`src/rtl/sdw_pkg.sv`:
```
package sdw_pkg;
   typedef enum logic [1:0] {
      ST_IDLE  = 2'd0,
      ST_SHIFT = 2'd1,
      ST_LE_HI = 2'd2,
      ST_LE_LO = 2'd3
   } sdw_state_e;
endpackage

```
`src/rtl/sdw_half_tick.sv`:
```
module sdw_half_tick #(
   parameter int HALF_DIV = 5
) (
   input  logic clk,
   input  logic rst_n,
   input  logic run,
   output logic tick
);
   localparam int CW = (HALF_DIV > 1) ? $clog2(HALF_DIV) : 1;

   logic [CW-1:0] cnt;

   assign tick = run && (cnt == CW'(HALF_DIV - 1));

   always_ff @(posedge clk or negedge rst_n) begin
      if (!rst_n)              cnt <= '0;
      else if (!run || tick)   cnt <= '0;
      else                     cnt <= cnt + 1'b1;
   end
endmodule

```
`src/rtl/sdw_shift_out.sv`:
```
module sdw_shift_out #(
   parameter int WORD_W = 16
) (
   input  logic              clk,
   input  logic              rst_n,
   input  logic              load,
   input  logic [WORD_W-1:0] data,
   input  logic              shift,
   input  logic              drive,
   output logic              sdata
);
   logic [WORD_W-1:0] sreg;

   always_ff @(posedge clk or negedge rst_n) begin
      if (!rst_n)      sreg <= '0;
      else if (load)   sreg <= data;
      else if (shift)  sreg <= {sreg[WORD_W-2:0], 1'b0};
   end

   assign sdata = drive & sreg[WORD_W-1];
endmodule

```
`src/rtl/sdw_sequencer.sv`:
```
module sdw_sequencer
   import sdw_pkg::*;
#(
   parameter int WORD_W = 16
) (
   input  logic clk,
   input  logic rst_n,
   input  logic start,
   input  logic tick,
   output logic ready,
   output logic running,
   output logic shifting,
   output logic shift_en,
   output logic sclk,
   output logic le,
   output logic done
);
   localparam int BCW = $clog2(WORD_W);

   sdw_state_e     state;
   logic           ph;
   logic [BCW-1:0] bitcnt;

   assign ready    = (state == ST_IDLE);
   assign running  = (state != ST_IDLE);
   assign shifting = (state == ST_SHIFT);
   assign shift_en = shifting && tick && ph;

   always_ff @(posedge clk or negedge rst_n) begin
      if (!rst_n) begin
         state  <= ST_IDLE;
         ph     <= 1'b0;
         bitcnt <= '0;
         sclk   <= 1'b0;
         le     <= 1'b0;
         done   <= 1'b0;
      end else begin
         done <= 1'b0;
         case (state)
            ST_IDLE: if (start) begin
               state  <= ST_SHIFT;
               ph     <= 1'b0;
               bitcnt <= '0;
            end
            ST_SHIFT: if (tick) begin
               if (!ph) begin
                  sclk <= 1'b1;
                  ph   <= 1'b1;
               end else begin
                  sclk <= 1'b0;
                  ph   <= 1'b0;
                  if (bitcnt == BCW'(WORD_W - 1)) begin
                     state <= ST_LE_HI;
                     le    <= 1'b1;
                  end else begin
                     bitcnt <= bitcnt + 1'b1;
                  end
               end
            end
            ST_LE_HI: if (tick) begin
               ph <= ~ph;
               if (ph) begin
                  le    <= 1'b0;
                  state <= ST_LE_LO;
               end
            end
            ST_LE_LO: if (tick) begin
               ph <= ~ph;
               if (ph) begin
                  state <= ST_IDLE;
                  done  <= 1'b1;
               end
            end
            default: state <= ST_IDLE;
         endcase
      end
   end
endmodule

```
`src/rtl/sdw_word_writer.sv`:
```
module sdw_word_writer #(
   parameter int WORD_W      = 16,
   parameter int HALF_DIV    = 5,
   parameter int SYS_CLK_MHZ = 100,
   parameter int MIN_SCLK_NS = 100
) (
   input  logic              clk,
   input  logic              rst_n,
   input  logic              in_valid,
   output logic              in_ready,
   input  logic [WORD_W-1:0] in_data,
   output logic              dac_sclk,
   output logic              dac_sdata,
   output logic              dac_le,
   output logic              word_done
);
   localparam int SCLK_PERIOD_NS = (2 * HALF_DIV * 1000) / SYS_CLK_MHZ;

   // reject a divider that would run the serial clock too fast
   generate
      if (SCLK_PERIOD_NS < MIN_SCLK_NS || HALF_DIV < 1) begin : g_bad_div
         $error("serial clock period below minimum");
      end
      if (WORD_W < 2) begin : g_bad_width
         $error("word width too small");
      end
   endgenerate

   logic accept, tick, running, shifting, shift_en;

   assign accept = in_valid && in_ready;

   sdw_half_tick #(.HALF_DIV(HALF_DIV)) u_tick (
      .clk(clk), .rst_n(rst_n), .run(running), .tick(tick)
   );

   sdw_sequencer #(.WORD_W(WORD_W)) u_seq (
      .clk(clk), .rst_n(rst_n), .start(accept), .tick(tick),
      .ready(in_ready), .running(running), .shifting(shifting),
      .shift_en(shift_en), .sclk(dac_sclk), .le(dac_le), .done(word_done)
   );

   sdw_shift_out #(.WORD_W(WORD_W)) u_shift (
      .clk(clk), .rst_n(rst_n), .load(accept), .data(in_data),
      .shift(shift_en), .drive(shifting), .sdata(dac_sdata)
   );
endmodule

```
`config.mk`:
```
export PLATFORM = sky130hd
export DESIGN_NAME = sdw_word_writer
export DESIGN_NICKNAME = d
export VERILOG_FILES = /design/src/rtl/sdw_pkg.sv /design/src/rtl/sdw_half_tick.sv /design/src/rtl/sdw_shift_out.sv /design/src/rtl/sdw_sequencer.sv /design/src/rtl/sdw_word_writer.sv
export SDC_FILE = /design/constraint.sdc
export NUM_CORES = 1
export LEC_CHECK = 0
export BUFFER_PORTS_ARGS = -buffer_cell sky130_fd_sc_hd__buf_2
export CORE_UTILIZATION = 30
export CTS_CLUSTER_DIAMETER = 40
export DETAILED_ROUTE_END_ITERATION = 10
export GPL_TIMING_DRIVEN = 1
export PLACE_DENSITY = 0.46
export SKIP_LAST_GASP = 1
export SLEW_MARGIN = 20
export SYNTH_ARGS = -nofsm -noshare
export SYNTH_HDL_FRONTEND = slang
export SYNTH_SLANG_ARGS = --single-unit
```
`constraint.sdc`:
```
create_clock -name clk -period 3.27 [get_ports clk]
set_input_delay 0.4905 -clock clk [delete_from_list [all_inputs] [get_ports clk]]
set_output_delay 0.4905 -clock clk [all_outputs]
set_load 0.005 [all_outputs]
```
# Yosys cells after proc, flatten, opt, wreduce, memory -nomap -nowiden
# Cells that the tools add are included.
[op_classes] n_addsub=2 n_eq_ne=15 n_reduce_logical=17 n_mux=31 n_bitwise=2
[op_table] op="16-bit two-way mux" n=2
[op_table] op="2-bit two-way mux" n=8
[op_table] op="4-bit two-way mux" n=4
[op_table] op="2-bit by 1-bit != test with 1-bit output, second input constant" n=7
[op_table] op="1-bit two-way mux" n=12
[op_table] op="2-bit case mux with 4 select lines" n=1
[op_table] op="4-bit case mux with 2 select lines" n=1
[op_table] op="8-bit AND reduction" n=1
[op_table] op="2-bit nonzero test" n=4
[op_table] op="2-bit != test, second input constant" n=3
[op_table] op="6-bit AND reduction" n=1
[op_table] op="5-bit AND reduction" n=1
[op_table] op="4-bit by 1-bit adder with 4-bit output, second input constant" n=1
[op_table] op="2-bit == test, second input constant" n=2
[op_table] op="4-bit == test, second input constant" n=1
[op_table] op="1-bit logical AND" n=4
[op_table] op="3-bit by 1-bit adder with 3-bit output, second input constant" n=1
[op_table] op="3-bit == test, second input constant" n=1
[op_table] op="3-bit two-way mux" n=1
[op_table] op="1-bit case mux with 3 select lines" n=1
[op_table] op="3-bit AND reduction" n=1
[op_table] op="2-bit by 1-bit == test with 1-bit output, second input constant" n=1
[op_table] op="2-bit logical NOT" n=1
[op_table] op="1-bit case mux with 2 select lines" n=1
[op_table] op="other kinds (6)" n=6
[totals] output_inout_bits=5 inputBits=19 elab_cells=75 reg_bits=29

# Longest topological paths before layout
[depth] ltp_word=6 ltp_mapped=7 ltp_nobuf=5

# Cells and area by module
# Synthesis repeated with hierarchy kept, for this count alone.
[unflattened] hier_cells=149 hier_area_um2=1534.0
[modules_own_cells] mod="sdw_shift_out" area_per_inst_um2=748.2 instances=1 cells_each=70
[modules_own_cells] mod="sdw_sequencer" area_per_inst_um2=628.1 instances=1 cells_each=63
[modules_own_cells] mod="sdw_half_tick" area_per_inst_um2=151.4 instances=1 cells_each=15
[modules_own_cells] mod="sdw_word_writer" area_per_inst_um2=6.3 instances=1 cells_each=1

# Worst setup path before layout
# Ideal clock, no wire load.
[synth_path] path_kind="flip-flop to flip-flop" start="reg u_seq.state[0]" end="reg u_shift.sreg[10]" arrival_ns=1.604 stages_incl_launch_ff=7 slack_ns=1.541 setup_ns=0.125 n_path_buf=1 synth_period_minus_slack_ns=1.729 path_cell_list="dfrtp_1 -> inv_1 -> ha_1 -> nand4b_4 -> o21ai_4 -> buf_12 -> mux2_4"
[synth_via] elab_cells_between_ends=9
[synth_lines] element="from (decl)" line="sdw_sequencer.sv:20" text="sdw_state_e state;"
[synth_lines] element="from (signal assigned)" line="sdw_sequencer.sv:31" text="state <= ST_IDLE;"
[synth_lines] element="from (signal assigned)" line="sdw_sequencer.sv:41" text="state <= ST_SHIFT;"
[synth_lines] element="from (signal assigned)" line="sdw_sequencer.sv:53" text="state <= ST_LE_HI;"
[synth_lines] element="2-bit logical NOT *" line="sdw_sequencer.sv:24" text="assign ready = (state == ST_IDLE);"
[synth_lines] element="via in_ready" line="sdw_word_writer.sv:10" text="output logic in_ready,"
[synth_lines] element="1-bit logical AND *" line="sdw_word_writer.sv:31" text="assign accept = in_valid && in_ready;"
[synth_lines] element="16-bit two-way mux / 2-bit nonzero test (equally long branches)"
[synth_lines] element="to (signal assigned)" line="sdw_shift_out.sv:16" text="else if (load) sreg <= data;"
[synth_lines] element="to (signal assigned)" line="sdw_shift_out.sv:17" text="else if (shift) sreg <= {sreg[WORD_W-2:0], 1'b0};"
[synth_lines] element="to (decl)" line="sdw_shift_out.sv:12" text="logic [WORD_W-1:0] sreg;"
# Mark *: on every way through the listed nets, which the timed path passes. The rest lies on a longest branch.
# A chain may end at the register's enable or synchronous reset.

# Worst setup path in the final report
[layout_path] start="reg u_seq.state[1]" end="reg u_shift.sreg[13]"
[layout_via] elab_chain_len=5 elab_cells_between_ends=9
[layout_lines] element="2-bit nonzero test" line="sdw_sequencer.sv:25" text="assign running = (state != ST_IDLE);"
[layout_lines] element="1-bit logical AND" line="sdw_half_tick.sv:13" text="assign tick = run && (cnt == CW'(HALF_DIV - 1));"
[layout_lines] element="1-bit logical AND (2 in a row)" line="sdw_sequencer.sv:27" text="assign shift_en = shifting && tick && ph;"
[layout_lines] element="2-bit nonzero test (no line)"
# Parallel ways exist; a longest one is shown, timed or not.

==> results.txt <==
The setup slack of the most critical reg-to-reg path came out at 1040 ps. Among all stages on the critical path, the largest delay is contributed by o21ai_4. The number of buffers inserted by hold repair at cts is 0. The category of cells accounting for the largest share of critical-path delay is compound AO/OA/AOI/OAI gates. The overall routed net length is 3020 um. For the final database, setup skew stands at 7.46 ps.

The post-synthesis instance area is 0.00161 sq mm. The number of global-route vias before repair is 1,103. Dividing the detail-routed wire length by the instance count gives 13.4 um.

The vertical die dimension came out at 75.3 um. The signal arrival time at the worst endpoint is 2390 ps. For the worst setup path, the data required time is 3430 ps.

The number of distinct library cell variants in the gate-level netlist after synthesis is 37. The top cell types in the final layout, fill and taps aside, are dfrtp_1 (29), buf_2 (23), mux2_2 (22), mux2_4 (9). The total clock buffers created by CTS came out at 5. The cell count along the critical path came out at 5.

The final cell utilization of the core came out at 36.5%. The HPWL reported at the end of detailed placement is 2140 um. The most critical setup path has its startpoint at u_seq.state[1]$_DFFE_PN0P_. The pin count of the biggest net entering global routing came out at 30.

TritonCTS built the clock tree. The die outline width is 75.3 um. The layout filler cell count came out at 558. The initial standard-cell utilization of the core came out at 31.3%.

The most critical setup path has its endpoint at u_shift.sreg[13]$_DFFE_PN0P_. The portion of total power attributed to combinational logic is 2.5%. The post-detailed-route via-to-cell ratio is 4.76. The maximum achievable frequency is 448 MHz. From synthesis to final layout, the design area changed by 16.5%. The highest cell delay on the worst timing path came out at 590 ps. The initial antenna violation count is 0.

CTS built an H-tree with a depth of 2. The run finished with clean final reports. The region available for standard cell placement spans 0.00514 sq mm. The worst setup path is launched from a flip-flop. The total grt overflow came out at 0. The detailed-route DRC error count came out at 0. The floorplan die area is 0.00566 sq mm. The peak fanout along the critical path is 16. The vias after detailed routing is 1,076. A synthesized cell averages 12.5 sq um.

The min-delay analysis places its worst path in the category input pin to asynchronous set/reset pin. In this run the critical register-to-register path is captured at u_shift.sreg[13]$_DFFE_PN0P_. The count of pins on the block boundary is 24. The switching power summed over all nets is 0.143 mW. Walking the worst path, the cells encountered are inv_1 > ha_1 > inv_1 > o21ai_4 > mux2_2. STA classifies the critical path endpoint as a flip-flop. The count of antenna-violating nets left after detailed routing came out at 0. The number of buffers on the longest clock path came out at 2.

The number of endpoints with negative hold slack in the final report is 0. Of the available clock period, the critical path in the final layout requires 68.3%. The wire length of the first global-routing pass came out at 5220 um. The ratio of cells with drive above 1 in the final layout came out at 43.6%. The actual slew at the worst max-slew pin came out at 655 ps.

The clock root buffer is clkbuf_8. Synthesis handed over a netlist of 129 instances. The max-capacitance violation count is 0. Global routing consumed, over all layers together, 12.7% of the routing resources. The final net count came out at 181. The clock sink total came out at 29.

In this run, the number of DRC markers left after iteration 0 of detailed routing was 127. The static leakage is 0.920 nW. The largest voltage drop on the vdd net came out at 0.191 mV. Leaving out fill and tap cells, the most frequent cell in the layout is dfrtp_1. The clock network accounts for 46.2% of the total power. The clock-pin slew reported for the worst setup and hold paths after clock tree synthesis is 60 ps. The number of buffers inserted by post-CTS setup repair is 0. The number of nets handed over by synthesis was 155. The number of buffer and inverter stages on the critical path is 2.

Counting stages on the worst path, the most repeated cell is inv_1. The worst pin sits at a relative slew slack of 56.2%. The final weighted congestion in routability-driven placement is 0.800. The critical path is of the flip-flop to flip-flop type. The number of instances resized during post-cts repair is 0.

The number of rows in the core area came out at 26. The cell area power density came out at 373 mW/mm^2. The number of antenna diodes in the final layout is 0. Sequential cells burn 51.3% of the power. The total negative setup slack is 0 ps. The worst register-to-register path begins at u_seq.state[1]$_DFFE_PN0P_. The count of pins over their slew limit was 0. The number of search-and-repair iterations in the first detailed-routing pass came out at 4.

The fraction of the yosys area taken by sequential cells came out at 45.1%. The later pin in the worst-skew pair is clocked with a latency of 280 ps. Setup repair after global routing left no endpoint under its margin.

The fraction of power spent switching nets is 20.5%. The count of yosys warnings during synthesis is 0. The total of flip-flops plus latches after synthesis came out at 29. Counting cells, the worst reg-to-reg path comes to 5.

The count of buffers added on input and output ports is 23. The final count of negative-setup-slack endpoints came out at 0. After layout, the minimum clock period comes to 2230 ps. The design internal power is 0.556 mW.
[cell type report]
| type | instances | area (sq um) | area share [%] |
|---|---|---|---|
| Timing Repair Buffer | 24 | 123 | 6.54 |
| Clock inverter | 1 | 5.00 | 0.267 |
| Sequential cell | 29 | 726 | 38.7 |
| Inverter | 7 | 26.3 | 1.40 |
| Multi-Input combinational cell | 88 | 812 | 43.3 |
| Tap cell | 70 | 87.6 | 4.67 |
| Clock buffer | 7 | 96.3 | 5.14 |
[synthesized netlist by cell type]
cell type  number  area, sq um
o31ai_1         1         7.51
buf_4           1         7.51
and4b_2         1         11.3
a21boi_0        1         7.51
o21ai_4         1         16.3
mux2i_1         2         20.0
nand2_1         5         18.8
and2_1          2         12.5
buf_12          1         20.0
and2_2          1         7.51
nand4_1         1         6.26
and3_1          1         6.26
dfrtp_1        29          726
buf_6           1         11.3
nor3_1          4         20.0
or3_1           1         6.26
a311o_1         1         10.0
or4_1           1         7.51
nand3_1         4         20.0
o221a_2         1         11.3
inv_1           7         26.3
nand2b_1        1         6.26
o211ai_1        4         30.0
mux2_4          9          135
o22ai_1         1         6.26
nor2_1          3         11.3
a41oi_1         1         8.76
ha_1            7         87.6
a21o_1          1         7.51
nor3b_1         1         7.51
a22oi_1         1         7.51
a21oi_1         3         15.0
clkbuf_1        2         7.51
o21ai_0         2         10.0
nand4b_4        1         23.8
nor4_1          3         18.8
mux2_2         22          248
[power by group through the flow]
stage	logic, mW	registers [mW]	clock network (mW)
global placement	0.0187	0.365	0
finish	0.0178	0.359	0.323
CTS	0.0190	0.359	0.337
detailed placement	0.0190	0.365	0
global route	0.0207	0.358	0.358
floorplan	0.000399	0.366	0
[worst min-delay path by stage]
stage	to	slack, ps	depth (start not counted)
after global routing	u_tick.cnt[1]$_DFF_PN0_	290	1
after CTS	u_seq.bitcnt[3]$_DFFE_PN0P_	270	1
final	u_seq.ph$_DFFE_PN0P_	250	1
after global placement	u_tick.cnt[0]$_DFF_PN0_	450	1
after detailed placement	u_tick.cnt[0]$_DFF_PN0_	460	1
after floorplan	u_seq.bitcnt[0]$_DFFE_PN0P_	190	0
[sequential cells by signal, summed over array words and instances, names as in the netlist]
register      flops
u_seq.bitcnt      4
u_seq.done        1
u_seq.le          1
u_seq.ph          1
u_seq.sclk        1
u_seq.state       2
u_shift.sreg     16
u_tick.cnt        3
[kinds of logic (layout without fill, tap and decap cells)]
kind of cell	after synthesis	in the layout	synth area share [%]
muxes	33	33	25.0
AOI/OAI and AO/OA	18	18	8.55
adders and majority gates	7	7	5.44
buffers and inverters	12	39	4.51
and+or+nand+nor	30	30	11.4
DFF	29	29	45.1
[metrics by stage]
stage          power, mW  instances  hold slack [ps]  cell area, sq um  setup WS [ps]
6_report           0.700        226              246              1880           1040
5_1_grt            0.737        226              289              1880            881
4_1_cts            0.715        226              269              1880            994
3_5_place_dp       0.384        218              464              1770           1010
3_3_place_gp       0.384        218              454              1770           1130
2_1_floorplan      0.366        129              195              1610           1540
[metal layers]
metal	track usage, %	share of wire (%)	vias up
li1	-	-	525
met1	15.7	46	527
met2	20.2	48	19
met3	4.42	4.3	5
met4	5.56	1.4	0
met5	0	0	-
(Power assumes the default switching activity.)
